--- src/rtl/sar_ser_pkg.sv ---
package sar_ser_pkg;
  typedef enum logic [1:0] {
    PH_SETUP = 2'd0,
    PH_BITS  = 2'd1,
    PH_DONE  = 2'd2
  } phase_e;
endpackage

--- src/rtl/sar_ser_seq.sv ---
module sar_ser_seq
  import sar_ser_pkg::*;
#(
  parameter int WIDTH = 8,
  parameter int SETUP = 3
) (
  input  logic                     sclk_i,
  input  logic                     clr_ni,
  output phase_e                   phase_o,
  output logic [$clog2(WIDTH)-1:0] bit_idx_o
);
  localparam int TOTAL = SETUP + WIDTH;
  localparam int CW    = $clog2(TOTAL + 1);
  localparam int IW    = $clog2(WIDTH);

  logic [CW-1:0] cnt_q;
  logic [CW-1:0] rem;

  always_ff @(negedge sclk_i or negedge clr_ni) begin
    if (!clr_ni)                  cnt_q <= '0;
    else if (cnt_q != CW'(TOTAL)) cnt_q <= cnt_q + 1'b1;
  end

  assign rem = CW'(TOTAL - 1) - cnt_q;

  always_comb begin
    bit_idx_o = '0;
    if (cnt_q < CW'(SETUP)) begin
      phase_o = PH_SETUP;
    end else if (cnt_q < CW'(TOTAL)) begin
      phase_o   = PH_BITS;
      bit_idx_o = rem[IW-1:0];
    end else begin
      phase_o = PH_DONE;
    end
  end

  AST_DONE_STICKY: assert property (@(negedge sclk_i) disable iff (!clr_ni)
    phase_o == PH_DONE |=> phase_o == PH_DONE);
  AST_FIRST_BIT_MSB: assert property (@(negedge sclk_i) disable iff (!clr_ni)
    (phase_o == PH_BITS && $past(phase_o) == PH_SETUP) |-> bit_idx_o == IW'(WIDTH - 1));
endmodule

--- src/rtl/sar_ser_reg.sv ---
module sar_ser_reg
  import sar_ser_pkg::*;
#(
  parameter int WIDTH = 8
) (
  input  logic                     sclk_i,
  input  logic                     clr_ni,
  input  phase_e                   phase_i,
  input  logic [$clog2(WIDTH)-1:0] bit_idx_i,
  input  logic                     cmp_i,
  output logic [WIDTH-1:0]         trial_o,
  output logic [WIDTH-1:0]         code_o
);
  logic [WIDTH-1:0] sar_q;

  always_ff @(negedge sclk_i or negedge clr_ni) begin
    if (!clr_ni)                 sar_q <= '0;
    else if (phase_i == PH_BITS) sar_q[bit_idx_i] <= cmp_i;
  end

  always_comb begin
    trial_o = sar_q;
    if (phase_i == PH_BITS) trial_o[bit_idx_i] = 1'b1;
  end

  assign code_o = sar_q;

  AST_BIT_KEPT: assert property (@(negedge sclk_i) disable iff (!clr_ni)
    phase_i == PH_BITS |=> sar_q[$past(bit_idx_i)] == $past(cmp_i));
  AST_OPEN_BIT_CLEAR: assert property (@(negedge sclk_i) disable iff (!clr_ni)
    phase_i == PH_BITS |-> !sar_q[bit_idx_i]);
  AST_CODE_FROZEN: assert property (@(negedge sclk_i) disable iff (!clr_ni)
    phase_i == PH_DONE |=> $stable(sar_q));
endmodule

--- src/rtl/sar_ser_shift.sv ---
module sar_ser_shift
  import sar_ser_pkg::*;
(
  input  logic   sclk_i,
  input  logic   clr_ni,
  input  phase_e phase_i,
  input  logic   cmp_i,
  output logic   dout_o
);
  logic dout_q;

  always_ff @(negedge sclk_i or negedge clr_ni) begin
    if (!clr_ni) dout_q <= 1'b0;
    else begin
      unique case (phase_i)
        PH_SETUP: dout_q <= 1'b0;
        PH_BITS:  dout_q <= cmp_i;
        default:  dout_q <= dout_q;
      endcase
    end
  end

  assign dout_o = dout_q;

  AST_SETUP_LOW: assert property (@(negedge sclk_i) disable iff (!clr_ni)
    phase_i == PH_SETUP |-> !dout_q);
  AST_LSB_HOLD: assert property (@(negedge sclk_i) disable iff (!clr_ni)
    phase_i == PH_DONE |=> $stable(dout_q));
endmodule

--- src/rtl/sar_serial_ctrl.sv ---
module sar_serial_ctrl
  import sar_ser_pkg::*;
#(
  parameter int WIDTH = 8,
  parameter int SETUP = 3
) (
  input  logic             sclk_i,
  input  logic             rst_ni,
  input  logic             cs_ni,
  input  logic             cmp_i,
  output logic [WIDTH-1:0] trial_o,
  output logic             dout_o,
  output logic             doe_o,
  output logic             done_o,
  output logic [WIDTH-1:0] result_o
);
  localparam int IW = $clog2(WIDTH);

  logic             clr_n;
  phase_e           phase;
  logic [IW-1:0]    bit_idx;
  logic [WIDTH-1:0] code;

  // chip select high acts as an asynchronous clear
  assign clr_n = rst_ni & ~cs_ni;

  sar_ser_seq #(.WIDTH(WIDTH), .SETUP(SETUP)) u_seq (
    .sclk_i   (sclk_i),
    .clr_ni   (clr_n),
    .phase_o  (phase),
    .bit_idx_o(bit_idx)
  );

  sar_ser_reg #(.WIDTH(WIDTH)) u_reg (
    .sclk_i   (sclk_i),
    .clr_ni   (clr_n),
    .phase_i  (phase),
    .bit_idx_i(bit_idx),
    .cmp_i    (cmp_i),
    .trial_o  (trial_o),
    .code_o   (code)
  );

  sar_ser_shift u_shift (
    .sclk_i (sclk_i),
    .clr_ni (clr_n),
    .phase_i(phase),
    .cmp_i  (cmp_i),
    .dout_o (dout_o)
  );

  assign doe_o    = clr_n;
  assign done_o   = (phase == PH_DONE);
  assign result_o = done_o ? code : '0;

  AST_DONE_MATCH: assert property (@(negedge sclk_i) disable iff (!clr_n)
    done_o |-> trial_o == result_o);
  AST_RESULT_HIDDEN: assert property (@(negedge sclk_i) disable iff (!clr_n)
    (!done_o && $past(!done_o)) |-> result_o == '0);
endmodule

--- config.mk ---
export PLATFORM = sky130hd
export DESIGN_NAME = sar_serial_ctrl
export DESIGN_NICKNAME = d
export VERILOG_FILES = /design/src/rtl/sar_ser_pkg.sv /design/src/rtl/sar_ser_seq.sv /design/src/rtl/sar_ser_reg.sv /design/src/rtl/sar_ser_shift.sv /design/src/rtl/sar_serial_ctrl.sv
export SDC_FILE = /design/constraint.sdc
export NUM_CORES = 1
export LEC_CHECK = 0
export ABC_AREA = 1
export ABC_CLOCK_PERIOD_IN_PS = 2940
export BUFFER_PORTS_ARGS = -buffer_cell sky130_fd_sc_hd__buf_2
export CAP_MARGIN = 20
export CORE_MARGIN = 10
export CORE_UTILIZATION = 45
export CTS_CLUSTER_DIAMETER = 100
export CTS_CLUSTER_SIZE = 14
export DETAILED_ROUTE_END_ITERATION = 6
export GPL_ROUTABILITY_DRIVEN = 0
export PLACE_DENSITY = 0.73
export REMOVE_ABC_BUFFERS = 1
export SYNTH_ARGS = -nofsm -noshare
export SYNTH_HDL_FRONTEND = slang
export SYNTH_SLANG_ARGS = --single-unit
--- constraint.sdc ---
create_clock -name sclk_i -period 2.94 [get_ports sclk_i]
set_input_delay 0.147 -clock sclk_i [delete_from_list [all_inputs] [get_ports sclk_i]]
set_output_delay 0.147 -clock sclk_i [all_outputs]
set_load 0.1 [all_outputs]
# After elaboration in Yosys (flattened, before gate mapping)
# Cells that the tools add are included.
# Widths: inputs -> output; s select.
# op_classes
addsub	2
order_cmp	4
eq_ne	3
n_mux	10
bitwise_logic	3
reduce_logical	3
# op_table
op	n
$mux 8	2
$bwmux 8	1
$or 8x8->8	1
$mux 3	2
$add 4x1->4 const B	1
$lt 3x4->1 const B	1
$lt 4x2->1 const B	1
$lt 4x4->1 const B	1
$mux 2	2
$ne 4x4->1 const B	1
$demux 1 s3	1
$ge 3x1->1 const B	1
$sub 2x3->3 const A	1
$eq 2x1->1 const B	1
$eq 2x2->1 const B	1
$logic_not 2->1	1
$pmux 1 s2	1
$reduce_bool 2->1	1
$and 1x1->1	1
$logic_and 1x1->1	1
$mux 1	1
$not 1->1	1
# totals
regBits	13
inputBits	4
output_inout_bits	19
word_cells	28

# Logic depth before layout (Yosys ltp)
# logic_depth
depth_word	9
mapped_depth	9
mapped_depth_nobuf	9

# Cells and area by module
# From an unflattened synthesis, not the netlist that was laid out.
# hier_totals
hier_cells	127
area_unflattened_um2	855.8
# modules_own_cells
mod	n_inst	cells_each	area_per_inst_um2	seq_area_each_um2
sar_ser_reg	1	70	481.7	200.2
sar_ser_seq	1	31	246.5	100.1
sar_serial_ctrl	1	21	86.3	0.0
sar_ser_shift	1	5	41.3	25.0

==> impl_metrics.ini <==
[synthesis]
ys_warn_count = 0
syn-cell-area_um2 = 817.0
syn_area_per_cell_um2 = 7.496
ys_types = 20
synth_flop_cell = dfrtn_1
ys_seq_area_share_pct = 39.82
synth-edff-count = 0
synth-seq-cells = 13
async_reset_ff_share_pct = 100.0
syn_inst = 109

[timing]
final.setup_skew_ns = 0.003632
timing_hold_violations_final = 0
holdWs_ns = 0.4357
tns_ns = -8.182
setup_viol = 17
max_slew_margin_pct = 67.31
rsz0062_at_grt = true
worst_pin_slew_ns = 0.4937
layout_setup_ws_ns = -0.6090
drv_slew = 0

[die]
start_util_pct = 47.32
pin_count = 23
die_h_um = 62.61
fp.dieW_um = 62.61
core_mm2 = 0.001727
placement_rows = 15
die-area_mm2 = 0.003920

[final_layout]
diodes = 0
fin_area_mm2 = 0.001627
fillers = 56
ff_latch_area_um2 = 325.3
synthToLayoutAreaGrowth_pct = 99.08
final_util_pct = 94.20
drive_gt1_share_pct = 58.23
layout.nets = 165
multiInputGateArea_um2 = 593.1

[grt]
grt_usage_pct = 14.70
grt_overflow_total = 0
grt_pass1_vias = 994
grt_first_pass_wirelength_um = 4657
grt_max_degree = 15
grt_antenna_before_repair = 0

[clock_network]
cts-root-buf = clkbuf_4
cts.sinks = 13
cts_buffers = 3
cts_tree = yes
insertion_delay_ns = 0.29
htreeDepth = 1
clkTransAtPathRegs_ns = 0.06
clockBufferDepth = 2

[setup_path]
setup.worst_path.start_class = register
path_max_fanout = 4
cp-startpoint = u_seq.cnt_q[1]
timing.rr.start = u_seq.cnt_q[1]
r2r_cells = 8
crit_type = register to primary output
r2r_end = u_reg.code_o[3]
required_ns = 2.79
worstPathArrival_ns = 3.40
r2r_setup_slack_ns = 1.26
crit_path_end_kind = primary output

[route]
drc = 0
antenna_left = 0
via_per_inst = 5.574
wl_um = 3821
drt_iter0_drc = 47
wl_per_cell_um = 20.88
vias = 1020
detail_route.first_pass.iterations = 4

[placement]
io_buffers = 22
dp.final_hpwl_um = 1980
place_area_mm2 = 0.001353
pre_cts_slack_ns = -0.2635

[pwr]
p_int_uw = 297.5
clkPwrFrac_pct = 24.2
vdd_drop_max_mv = 0.3262
switchingPower_uw = 203.2
p_leak_nw = 0.7967
comb_power_share_pct = 37.7
p_per_area_mw_per_mm2 = 307.8
p_sw_share_pct = 40.59
seqPwrFrac_pct = 38.1

[status]
status = finished, violations left
violations = setup timing

[job]
cap_violations = 0

[hold_path]
holdPathStages = 2
holdCritPathClass = register to register
min_to = u_reg.code_o[6]
min_from = u_reg.code_o[6]
[cells by family (layout without fill, tap and decap cells)]
group | count (synthesis) | in the layout | share of synthesized area (%)
compound gates | 3 | 3 | 3.217
xor+xnor | 2 | 2 | 2.144
fa+ha+maj | 2 | 2 | 3.062
buf+inv | 19 | 68 | 9.340
flops | 13 | 13 | 39.82
simple gates | 70 | 70 | 42.42
[per-stage QoR]
step | power (mW) | cells
floorplan | 0.3039 | 106
global placement | 0.3665 | 172
detailed placement | 0.3695 | 172
CTS | 0.4929 | 179
global route | 0.5110 | 183
finish | 0.5007 | 183
[flip-flops by register name (all words and copies together) (netlist names)]
| signal | cells |
|---|---|
| u_seq.cnt_q | 4 |
| u_shift.dout_o | 1 |
| u_reg.code_o | 8 |
[synthesized netlist by cell type, types with 2 or more instances]
master,number,area share [%]
nand2_4,2,2.8
a21oi_1,2,1.2
dfrtn_1,13,40
xor2_1,2,2.1
nor2_1,14,6.4
inv_1,15,6.9
ha_1,2,3.1
nand2_1,29,13
nor2_4,2,2.8
nand3_1,15,9.2
nand4_1,4,3.1
[repair_timing]
item / 4_1_cts / 5_1_grt
gates resized for setup: 29 / 22
setup endpoints to repair: 17 / 17
buffers inserted: 3 / 4
hold buffers: 0 / 0
pin swaps: 2 / 12
[worst max path at each step]
stage / cells past startpoint / end
2_1_floorplan: 3 / result_o[0]
3_3_place_gp: 7 / trial_o[0]
5_1_grt: 8 / trial_o[3]
3_5_place_dp: 8 / trial_o[1]
4_1_cts: 8 / trial_o[3]
6_report: 8 / trial_o[3]
[worst max-delay path, cell delays in order (launching register included)]
cell and delay, ns:
dfrtn_1 0.50, ha_4 0.20, nor2_4 0.06, nand2_4 0.12, nand2_4 0.10, nor2_4 0.21
nand3_2 0.14, nand2_2 0.11, buf_12 0.17
[layer usage]
metal / track usage, % / routed length (um)
met1: 12.76 / 1348
met2: 26.79 / 1980
met3: 4.659 / 265
met4: 12.29 / 228
met5: 0 / 0
[power groups by stage]
stage | combinational (mW) | sequential (mW) | clock [mW]
after floorplan | 0.106 | 0.197 | 0
after CTS | 0.185 | 0.190 | 0.119
after detailed placement | 0.177 | 0.193 | 0
after global placement | 0.174 | 0.193 | 0
after global routing | 0.194 | 0.191 | 0.126
final | 0.189 | 0.191 | 0.121
[area by class of cell]
cell class / count / area share, %
well taps: 25 / 1.923
inverters: 16 / 3.846
repair buffers: 48 / 36.15
multi-input cells: 77 / 36.46
clock buffers: 4 / 1.615
flip-flops and latches: 13 / 20.00
[placed cells by master (no fill, tap or decap), types with 3 or more instances in the layout]
cell type,n
buf_12,18
buf_2,5
buf_4,22
clkbuf_4,3
dfrtn_1,13
inv_1,13
nand2_1,20
nand2_2,8
nand2_4,4
nand3_1,7
nand3_2,7
nand3_4,3
nand4_1,4
nor2_1,4
nor2_4,12
Power figures use the tool's default switching activity.
